## config.mk

```make
export PLATFORM = sky130hd
export DESIGN_NAME = i2c_cfg_target
export DESIGN_NICKNAME = d
export VERILOG_FILES = /design/src/rtl/i2c_cfg_pkg.sv /design/src/rtl/i2c_rst_sync.sv /design/src/rtl/i2c_line_sync.sv /design/src/rtl/cfg_reg_bank.sv /design/src/rtl/i2c_byte_engine.sv /design/src/rtl/i2c_cfg_target.sv
export SDC_FILE = /design/constraint.sdc
export NUM_CORES = 1
export LEC_CHECK = 0
export BUFFER_PORTS_ARGS = -buffer_cell sky130_fd_sc_hd__buf_2
export CAP_MARGIN = 30
export CORE_MARGIN = 4
export CORE_UTILIZATION = 35
export DETAILED_ROUTE_END_ITERATION = 16
export PLACE_DENSITY_LB_ADDON = 0.2
export SETUP_SLACK_MARGIN = 0.2
export SLEW_MARGIN = 40
export SYNTH_ARGS = -nofsm -noshare
export SYNTH_HDL_FRONTEND = slang
export SYNTH_SLANG_ARGS = --single-unit
```

## constraint.sdc

```tcl
create_clock -name clk -period 9.6 [get_ports clk]
set_input_delay 1.92 -clock clk [delete_from_list [all_inputs] [get_ports clk]]
set_output_delay 1.92 -clock clk [all_outputs]
set_load 0.01 [all_outputs]
```

## src/rtl/i2c_cfg_pkg.sv

```systemverilog
package i2c_cfg_pkg;

  typedef enum logic [2:0] {
    ST_IDLE,
    ST_RX,
    ST_RX_END,
    ST_ACK,
    ST_TX,
    ST_TX_ACK
  } eng_state_e;

  typedef enum logic [1:0] {
    KIND_HDR,
    KIND_PTR,
    KIND_DATA
  } byte_kind_e;

endpackage

```

## src/rtl/i2c_rst_sync.sv

```systemverilog
module i2c_rst_sync (
  input  logic clk,
  input  logic rst_n,
  output logic rst_sync_n
);

  logic [1:0] stage_q;

  always_ff @(posedge clk or negedge rst_n) begin
    if (!rst_n) stage_q <= 2'b00;
    else        stage_q <= {stage_q[0], 1'b1};
  end

  assign rst_sync_n = stage_q[1];

endmodule

```

## src/rtl/i2c_line_sync.sv

```systemverilog
module i2c_line_sync #(
  parameter int STAGES = 2
) (
  input  logic clk,
  input  logic rst_n,
  input  logic scl_i,
  input  logic sda_i,
  output logic scl_s,
  output logic sda_s,
  output logic scl_rise,
  output logic scl_fall,
  output logic start_det,
  output logic stop_det
);

  logic [STAGES-1:0] scl_pipe_q;
  logic [STAGES-1:0] sda_pipe_q;
  logic              scl_d_q;
  logic              sda_d_q;

  generate
    if (STAGES < 2) begin : g_bad
      initial $error("i2c_line_sync needs at least two stages");
    end
  endgenerate

  always_ff @(posedge clk or negedge rst_n) begin
    if (!rst_n) begin
      scl_pipe_q <= '1;
      sda_pipe_q <= '1;
      scl_d_q    <= 1'b1;
      sda_d_q    <= 1'b1;
    end else begin
      scl_pipe_q <= {scl_pipe_q[STAGES-2:0], scl_i};
      sda_pipe_q <= {sda_pipe_q[STAGES-2:0], sda_i};
      scl_d_q    <= scl_pipe_q[STAGES-1];
      sda_d_q    <= sda_pipe_q[STAGES-1];
    end
  end

  assign scl_s     = scl_pipe_q[STAGES-1];
  assign sda_s     = sda_pipe_q[STAGES-1];
  assign scl_rise  = scl_s & ~scl_d_q;
  assign scl_fall  = ~scl_s & scl_d_q;
  assign start_det = scl_s & scl_d_q & sda_d_q & ~sda_s;
  assign stop_det  = scl_s & scl_d_q & ~sda_d_q & sda_s;

endmodule

```

## src/rtl/cfg_reg_bank.sv

```systemverilog
module cfg_reg_bank #(
  parameter int          NUM_REGS = 28,
  parameter int          PTR_W    = 5,
  parameter logic [7:0]  ID_VALUE = 8'h12
) (
  input  logic                    clk,
  input  logic                    rst_n,
  input  logic                    wr_en,
  input  logic [PTR_W-1:0]        wr_addr,
  input  logic [7:0]              wr_data,
  input  logic [PTR_W-1:0]        rd_addr,
  output logic [7:0]              rd_data,
  output logic [NUM_REGS*8-1:0]   bank_o
);

  localparam int LAST = NUM_REGS - 1;

  logic [7:0] ent [NUM_REGS];

  generate
    for (genvar gi = 0; gi < NUM_REGS; gi++) begin : g_ent
      if (gi == LAST) begin : g_id
        assign ent[gi] = ID_VALUE;
      end else begin : g_rw
        logic [7:0] val_q;
        logic       hit;
        assign hit = wr_en && (wr_addr == PTR_W'(gi));
        always_ff @(posedge clk or negedge rst_n) begin
          if (!rst_n)   val_q <= 8'h00;
          else if (hit) val_q <= wr_data;
        end
        assign ent[gi] = val_q;
      end
      assign bank_o[8*gi +: 8] = ent[gi];
    end
  endgenerate

  always_comb begin
    rd_data = 8'h00;
    for (int k = 0; k < NUM_REGS; k++) begin
      if (rd_addr == PTR_W'(k)) rd_data = ent[k];
    end
  end

endmodule

```

## src/rtl/i2c_byte_engine.sv

```systemverilog
module i2c_byte_engine
  import i2c_cfg_pkg::*;
#(
  parameter logic [6:0] DEV_ADDR = 7'h44,
  parameter int         NUM_REGS = 28,
  parameter int         PTR_W    = 5
) (
  input  logic             clk,
  input  logic             rst_n,
  input  logic             sda_s,
  input  logic             scl_rise,
  input  logic             scl_fall,
  input  logic             start_det,
  input  logic             stop_det,
  input  logic [7:0]       rd_data,
  output logic             sda_oe_o,
  output logic             wr_en_o,
  output logic [7:0]       wr_data_o,
  output logic [PTR_W-1:0] ptr_o
);

  localparam logic [PTR_W-1:0] LAST_PTR = PTR_W'(NUM_REGS - 1);
  localparam logic [7:0]       LIMIT_B  = 8'(NUM_REGS);

  eng_state_e       state_q, state_d;
  byte_kind_e       kind_q, kind_d;
  logic [2:0]       cnt_q, cnt_d;
  logic [7:0]       sh_q, sh_d;
  logic [PTR_W-1:0] ptr_q, ptr_d;
  logic             rnw_q, rnw_d;
  logic             oe_q, oe_d;
  logic             mack_q, mack_d;
  logic             wr_en;
  logic [PTR_W-1:0] ptr_inc;
  logic             hdr_hit;

  assign ptr_inc = (ptr_q == LAST_PTR) ? '0 : ptr_q + PTR_W'(1);
  assign hdr_hit = (sh_q[7:1] == DEV_ADDR) && (sh_q[7:1] != 7'h00);

  always_comb begin
    state_d = state_q;
    kind_d  = kind_q;
    cnt_d   = cnt_q;
    sh_d    = sh_q;
    ptr_d   = ptr_q;
    rnw_d   = rnw_q;
    oe_d    = oe_q;
    mack_d  = mack_q;
    wr_en   = 1'b0;
    if (start_det) begin
      state_d = ST_RX;
      kind_d  = KIND_HDR;
      cnt_d   = 3'd0;
      oe_d    = 1'b0;
    end else if (stop_det) begin
      state_d = ST_IDLE;
      oe_d    = 1'b0;
    end else begin
      case (state_q)
        ST_RX: begin
          if (scl_rise) begin
            sh_d  = {sh_q[6:0], sda_s};
            cnt_d = cnt_q + 3'd1;
            if (cnt_q == 3'd7) state_d = ST_RX_END;
          end
        end
        ST_RX_END: begin
          if (scl_fall) begin
            case (kind_q)
              KIND_HDR: begin
                if (hdr_hit) begin
                  oe_d    = 1'b1;
                  rnw_d   = sh_q[0];
                  state_d = ST_ACK;
                end else begin
                  state_d = ST_IDLE;
                end
              end
              KIND_PTR: begin
                ptr_d   = (sh_q < LIMIT_B) ? sh_q[PTR_W-1:0] : '0;
                oe_d    = 1'b1;
                state_d = ST_ACK;
              end
              default: begin
                wr_en   = 1'b1;
                ptr_d   = ptr_inc;
                oe_d    = 1'b1;
                state_d = ST_ACK;
              end
            endcase
          end
        end
        ST_ACK: begin
          if (scl_fall) begin
            cnt_d = 3'd0;
            if (kind_q == KIND_HDR && rnw_q) begin
              sh_d    = rd_data;
              ptr_d   = ptr_inc;
              oe_d    = ~rd_data[7];
              state_d = ST_TX;
            end else begin
              oe_d    = 1'b0;
              kind_d  = (kind_q == KIND_HDR) ? KIND_PTR : KIND_DATA;
              state_d = ST_RX;
            end
          end
        end
        ST_TX: begin
          if (scl_fall) begin
            if (cnt_q == 3'd7) begin
              oe_d    = 1'b0;
              state_d = ST_TX_ACK;
            end else begin
              sh_d  = {sh_q[6:0], 1'b0};
              oe_d  = ~sh_q[6];
              cnt_d = cnt_q + 3'd1;
            end
          end
        end
        ST_TX_ACK: begin
          if (scl_rise) mack_d = ~sda_s;
          if (scl_fall) begin
            if (mack_q) begin
              sh_d    = rd_data;
              ptr_d   = ptr_inc;
              oe_d    = ~rd_data[7];
              cnt_d   = 3'd0;
              state_d = ST_TX;
            end else begin
              state_d = ST_IDLE;
            end
          end
        end
        default: ;
      endcase
    end
  end

  always_ff @(posedge clk or negedge rst_n) begin
    if (!rst_n) begin
      state_q <= ST_IDLE;
      kind_q  <= KIND_HDR;
      cnt_q   <= 3'd0;
      sh_q    <= 8'h00;
      ptr_q   <= '0;
      rnw_q   <= 1'b0;
      oe_q    <= 1'b0;
      mack_q  <= 1'b0;
    end else begin
      state_q <= state_d;
      kind_q  <= kind_d;
      cnt_q   <= cnt_d;
      sh_q    <= sh_d;
      ptr_q   <= ptr_d;
      rnw_q   <= rnw_d;
      oe_q    <= oe_d;
      mack_q  <= mack_d;
    end
  end

  assign sda_oe_o  = oe_q;
  assign wr_en_o   = wr_en;
  assign wr_data_o = sh_q;
  assign ptr_o     = ptr_q;

endmodule

```

## src/rtl/i2c_cfg_target.sv

```systemverilog
module i2c_cfg_target #(
  parameter logic [6:0] DEV_ADDR    = 7'h44,
  parameter int         NUM_REGS    = 28,
  parameter logic [7:0] ID_VALUE    = 8'h12,
  parameter int         SYNC_STAGES = 2
) (
  input  logic                  clk,
  input  logic                  rst_n,
  input  logic                  scl_i,
  input  logic                  sda_i,
  output logic                  sda_oe_o,
  output logic [NUM_REGS*8-1:0] bank_o
);

  localparam int PTR_W = $clog2(NUM_REGS);

  logic             rst_core_n;
  logic             scl_s;
  logic             sda_s;
  logic             scl_rise;
  logic             scl_fall;
  logic             start_det;
  logic             stop_det;
  logic             wr_en;
  logic [7:0]       wr_data;
  logic [7:0]       rd_data;
  logic [PTR_W-1:0] cur_ptr;

  i2c_rst_sync u_rst (
    .clk        (clk),
    .rst_n      (rst_n),
    .rst_sync_n (rst_core_n)
  );

  i2c_line_sync #(.STAGES(SYNC_STAGES)) u_sync (
    .clk       (clk),
    .rst_n     (rst_core_n),
    .scl_i     (scl_i),
    .sda_i     (sda_i),
    .scl_s     (scl_s),
    .sda_s     (sda_s),
    .scl_rise  (scl_rise),
    .scl_fall  (scl_fall),
    .start_det (start_det),
    .stop_det  (stop_det)
  );

  i2c_byte_engine #(
    .DEV_ADDR (DEV_ADDR),
    .NUM_REGS (NUM_REGS),
    .PTR_W    (PTR_W)
  ) u_eng (
    .clk       (clk),
    .rst_n     (rst_core_n),
    .sda_s     (sda_s),
    .scl_rise  (scl_rise),
    .scl_fall  (scl_fall),
    .start_det (start_det),
    .stop_det  (stop_det),
    .rd_data   (rd_data),
    .sda_oe_o  (sda_oe_o),
    .wr_en_o   (wr_en),
    .wr_data_o (wr_data),
    .ptr_o     (cur_ptr)
  );

  cfg_reg_bank #(
    .NUM_REGS (NUM_REGS),
    .PTR_W    (PTR_W),
    .ID_VALUE (ID_VALUE)
  ) u_bank (
    .clk     (clk),
    .rst_n   (rst_core_n),
    .wr_en   (wr_en),
    .wr_addr (cur_ptr),
    .wr_data (wr_data),
    .rd_addr (cur_ptr),
    .rd_data (rd_data),
    .bank_o  (bank_o)
  );

endmodule

```

### Word-level counts from Yosys, hierarchy flattened

Index checks and enable logic that the tools add are counted.

| word-level totals | value |
|---|---|
| bits in registers | 248 |
| input bits | 4 |

| operators by class | value |
|---|---|
| $add $sub $neg | 2 |
| $lt $le $gt $ge | 1 |
| eq/ne operators | 61 |
| mux-type cells | 91 |
| bitwise operators | 15 |
| reductions and logical operators | 48 |

Operators with widths:

| cell | count |
|---|---|
| 8-bit 2-to-1 mux | 35 |
| 5-bit equality test, second input constant | 12 |
| 3-bit 2-to-1 mux | 19 |
| 5-bit by 4-bit equality test with 1-bit output, second input constant | 8 |
| 5-bit 2-to-1 mux | 7 |
| 8-bit one-hot mux with 4 select lines | 1 |
| 1-bit logical AND | 29 |
| 5-bit by 3-bit equality test with 1-bit output, second input constant | 4 |
| 4-bit != test, second input constant | 5 |
| 2-bit != test, second input constant | 9 |
| 1-bit 2-to-1 mux | 16 |
| 2-bit 2-to-1 mux | 8 |
| 8-bit AND reduction | 2 |
| 3-bit != test, second input constant | 5 |
| 3-bit one-hot mux with 5 select lines | 1 |
| 5-bit one-hot mux with 3 select lines | 1 |
| 7-bit nonzero test | 2 |
| 4-bit by 3-bit != test with 1-bit output, second input constant | 3 |
| 3-bit one-hot mux with 4 select lines | 1 |
| 5-bit by 2-bit equality test with 1-bit output, second input constant | 2 |
| 5-bit one-hot mux with 2 select lines | 1 |
| 10-bit AND reduction | 1 |
| 3-bit equality test, second input constant | 3 |
| 9-bit AND reduction | 1 |
| 25 further kinds | 42 |

### Depth between registers and ports, before layout

| logic depth | value |
|---|---|
| depth in word-level cells | 35 |
| gate-level depth with buffers | 13 |

### Modules after synthesis

From an unflattened synthesis, not the netlist that was laid out.

| unflattened totals | value |
|---|---|
| cell total of the unflattened synthesis | 1092 |
| area, all modules | 12702.2 um^2 |

Modules (own cells, without submodules):

| module | times used | cells each | area each (um^2) | sequential area each (um^2) |
|---|---|---|---|---|
| cfg_reg_bank | 1 | 903 | 10894.2 | 5405.2 |
| i2c_byte_engine | 1 | 176 | 1564.0 | 600.6 |
| i2c_line_sync | 1 | 10 | 190.2 | 157.7 |
| i2c_rst_sync | 1 | 3 | 53.8 | 50.0 |

### Least setup slack after synthesis

Ideal clock, no wire load.

| path | value |
|---|---|
| path kind | register -> register |
| start point | reg u_eng.ptr_q[0] (netlist: u_eng.ptr_o[0]) |
| end point | reg u_eng.sh_q[4] (netlist: u_eng.wr_data_o[4]) |
| data arrival time | 2.865 ns |
| required time | 9.466 ns |
| slack | 6.601 ns |
| stages on the path, launching flop included | 14 |
| buffers on the path | 4 |
| period minus slack after synthesis | 2.999 ns |
| cells stage by stage | dfrtp_1 -> ha_1 -> clkbuf_1 -> clkbuf_1 -> clkbuf_1 -> and3_1 -> ha_1 -> buf_1 -> nor2b_1 -> nor3_1 -> a221oi_1 -> o21ai_1 -> a2111oi_0 -> o21ai_1 |

| on the way | value |
|---|---|
| longest elaborated chain between the ends | 32 |
| elaborated cells on any way between the ends | 61 |
| classes of those cells | eq/ne (27); mux (33); reduce/logical (1) |

Ends and longest elaborated chain:

| item | line | RTL |
|---|---|---|
| start: declaration | i2c_byte_engine.sv:29 | `logic [PTR_W-1:0] ptr_q, ptr_d;` |
| start signal: assignment | i2c_byte_engine.sv:154 | `ptr_q <= ptr_d;` |
| 5-bit zero test | cfg_reg_bank.sv:41 | `if (rd_addr == PTR_W'(k)) rd_data = ent[k];` |
| 8-bit 2-to-1 mux (27 in series) | cfg_reg_bank.sv:41 |  |
| 8-bit 2-to-1 mux (*) | cfg_reg_bank.sv:41 |  |
| 8-bit 2-to-1 mux (on tied branches) | i2c_byte_engine.sv:123, i2c_byte_engine.sv:96 |  |
| 8-bit 2-to-1 mux (on tied branches) | i2c_byte_engine.sv:122, i2c_byte_engine.sv:94 |  |
| 8-bit one-hot mux with 4 select lines (*) | i2c_byte_engine.sv:59 | `case (state_q)` |
| end signal: assignment | i2c_byte_engine.sv:144 | `sh_q <= 8'h00;` |
| end signal: assignment | i2c_byte_engine.sv:153 | `sh_q <= sh_d;` |
| end: declaration | i2c_byte_engine.sv:28 | `logic [7:0] sh_q, sh_d;` |

Mark *: on every way between the ends. The rest lies on a longest branch, timed or not. The select of a mux whose other input is x is not followed.
A chain may end at the register's enable or synchronous reset.

### Worst setup path after layout

| path | value |
|---|---|
| start point | reg u_eng.ptr_q[1] (netlist: u_eng.ptr_o[1]) |
| end point | reg u_eng.sh_q[1] (netlist: u_eng.wr_data_o[1]) |

The elaborated chain is that of the path after synthesis.

==> results by group <==
Run status
  – Status: complete, no violations

CTS
  – Worst-path clk slew: roughly 60 ps
  – CTS resizes: 0
  – CTS Sinks: 248
  – Clock Latency Late Sink: between 500 and 600 ps
  – Clock Root Buffer: clkbuf_16
  – # Post-CTS Setup Buffers: 0
  – CTS Hold Buffers Added: 0
  – Largest buffer count on any clock path: 3
  – TritonCTS clock tree: yes
  – CTS H-tree lvls: 1
  – CTS Buf Count: 28

Setup path
  – Critical path class: flop to flop
  – CP endpoint kind: flop
  – Startpoint types: flop
  – Worst Path Required: roughly 10000 ps
  – Crit-path max FO: 39
  – Arrival @ worst endpoint: between 4000 and 5000 ps

Global routing
  – Largest net degree at the start of global routing: 76
  – First-pass GRT wire length: between 70000 and 80000 microns
  – Remaining Overflow, GRT: 0
  – Initial antenna violation count: 0
  – Vias in the first global route: roughly 11000
  – Gr usage total: roughly a quarter

Place
  – Place WS: approximately 6000 ps
  – Routability-driven placement congestion ratio: 0.982
  – Placed cells: between 1500 and 2000
  – Detailed Place HPWL: ~38000 microns
  – Port bufs: 220

Power and ir drop
  – Peak VDD IR: roughly 0.00014 V
  – PD cells: 233 nW/um^2
  – Lkg Pwr: 7.64 nW
  – Tot Pwr: roughly 3.6 mW

Drt
  – Wirelength, routed: around 52000 microns
  – Via count: roughly 11000
  – Residual DRC count: 0
  – Avg Vias per Cell: about 6
  – Post-route ant nets: 0
  – DR pass1 iterations: 5
  – WL per Instance: between 20 and 30 microns
  – Iteration-0 DRC Markers: approximately 1000

Logic synthesis
  – Sequential area share after synthesis: 47.9%
  – Area fraction of the dominant cell type after synthesis: roughly 47%
  – Most used DFF post-synth: dfrtp_1
  – Synth top cells by count: dfrtp_1, mux2_2, nand2_1
  – Syn Area/Cell: 10.5 sq um
  – Mapped Cells: 1238
  – Distinct cell type count after synthesis: 81
  – Warning count from the yosys run: 0
  – Ranking of synthesized cells by area: dfrtp_1, mux2_2, nand2_1, o21ai_0, a21oi_1
  – Post-synth top area cell: dfrtp_1
  – Seq cells post-synth: roughly 250
  – Post-Synthesis Cell Area: 13000 sq um
  – Synth async-reset ratio: 100%
  – Number of enable flip-flop cells after synthesis: 0
  – Count leader, synth: dfrtp_1

Floorplanning
  – Die height: 201 microns
  – Core box area: 36600 sq um
  – Rows: 70
  – Area of the die: 40200 sq um
  – IO Pins: 229
  – Die width: between 200 and 250 microns
  – Starting Density: 35.4%

Timing
  – Max frequency: around 280 MHz
  – Worst setup margin: ~6100 ps
  – Crit path time final: around 3500 ps
  – Setup Viol. Count Final: 0
  – Normalized max-slew margin: 36.0%
  – Hold Fails Final Rpt: 0
  – TNS Setup: 0 ps
  – Final Cycle Share: between 30% and 40%
  – RSZ-0062 raised after global routing: false
  – Worst Skew: 31.5 ps
  – Slew @ Worst Pin: roughly 960 ps
  – Max Transition Viols Final: 0

Final layout
  – Final Non-Filler Cells: ~1900
  – Nets: 1425
  – Final Util: 42.0%
  – Fillers: 3674
  – Fraction of layout cells with a size suffix above 1: around a third
  – P&R area growth vs syn: 18.5%
  – Antenna fix cells: 0

Flow run
  – Max-cap violations: 0

Min path
  – HP Class: flop to asynchronous set/reset pin
==> power breakdown <==
part | switching [mW] | internal, mW
sequential | 0.218 | 1.09
combinational | 0.803 | 0.360
clock | 0.443 | 0.669
==> flip-flops by register name, indices dropped and copies added, names as in the netlist <==
signal                   count
u_eng.ptr_o                  5
u_eng.wr_data_o              8
u_eng.sda_oe_o               1
u_eng.cnt_q                  3
u_sync.scl_pipe_q            2
u_eng.kind_q                 2
u_eng.mack_q                 1
u_rst.stage_q                2
u_eng.rnw_q                  1
u_sync.sda_d_q               1
u_bank.g_ent.g_rw.val_q    216
u_eng.state_q                3
u_sync.scl_d_q               1
u_sync.sda_pipe_q            2
==> critical path, cell delays in order (launching register included) <==
cell and delay, ps:
dfrtp_1 410, inv_1 120, ha_1 170, buf_4 420, or2_0 800, a22oi_1 260, o31a_1 190, a2111oi_0 710
a21oi_1 210, o22ai_1 140
==> final cells by class <==
cell class	instances	area, sq um	share of cell area [%]
inverter	26	97.6	0.635
clock inverter	9	140	0.911
sequential	248	6230	40.5
multi-input combinational	868	6240	40.5
clock buffer	40	816	5.30
tap	468	586	3.81
timing repair buffer	242	1270	8.27
==> path summary, 6_finish.rpt <==
kind	startpoint	end	slack [ps]	depth (start not counted)
max	u_eng.ptr_o[1]	u_eng.wr_data_o[1]	6080	9
min	u_rst.stage_q[1]	u_bank.g_ent[18].g_rw.val_q[0]	350	0
max reg2reg	u_eng.ptr_o[1]	u_eng.wr_data_o[1]	6080	9
min reg2reg	u_rst.stage_q[1]	u_bank.g_ent[18].g_rw.val_q[0]	350	0
max in group asynchronous	u_rst.stage_q[1]	u_eng.wr_data_o[5]	7370	2
min in group clk	u_rst.stage_q[0]	u_rst.stage_q[1]	350	0
==> metal layers <==
metal	up-vias	share of wire (%)	GRT usage, %
li1	4919	-	-
met1	5719	43	34.2
met2	470	47	40.6
met3	92	7.0	4.57
met4	0	3.4	7.67
met5	-	0	0
==> metrics by stage <==
| stage | instance area, sq um | hold WS (ps) |
|---|---|---|
| final | 15400 | 351 |
| after global routing | 15400 | 361 |
| after CTS | 15400 | 355 |
| after detailed placement | 14400 | 342 |
| after global placement | 14400 | 339 |
| after floorplan | 13000 | 331 |
==> cell usage in the layout, fill, tap and decap left out, types with 8 or more instances in the layout <==
cell type / netlist / layout
a221oi_1: 9 / 9
nand3_1: 20 / 20
conb_1: 2 / 9
clkbuf_16: 0 / 28
a211oi_1: 10 / 10
nand4b_1: 8 / 8
a21oi_1: 53 / 53
nand2_1: 127 / 127
buf_2: 17 / 221
o211ai_1: 10 / 10
o21ai_0: 89 / 88
nor3_1: 16 / 16
a32oi_1: 11 / 11
mux2_2: 177 / 177
nor2b_1: 16 / 16
nor2_1: 57 / 57
and4b_1: 11 / 11
nand3b_1: 11 / 11
a22oi_1: 9 / 9
a32o_1: 8 / 8
o22ai_1: 15 / 15
nand2b_1: 20 / 20
buf_4: 8 / 19
inv_1: 25 / 25
nor3b_1: 8 / 8
dfrtp_1: 242 / 233
==> cells by family (layout without fill, tap and decap cells) <==
group / after synthesis / in the layout / share of synthesized area (%)
AOI/OAI and AO/OA: 306 / 306 / 15.8
DFF: 248 / 248 / 47.9
and+or+nand+nor: 362 / 362 / 15.2
xor gates and xnor gates: 1 / 1 / 0.0675
adders and majority gates: 7 / 7 / 0.675
muxes: 183 / 183 / 15.8
other: 2 / 9 / 0.0579
buffers and inverters: 129 / 317 / 4.45
(Power assumes the default switching activity.)
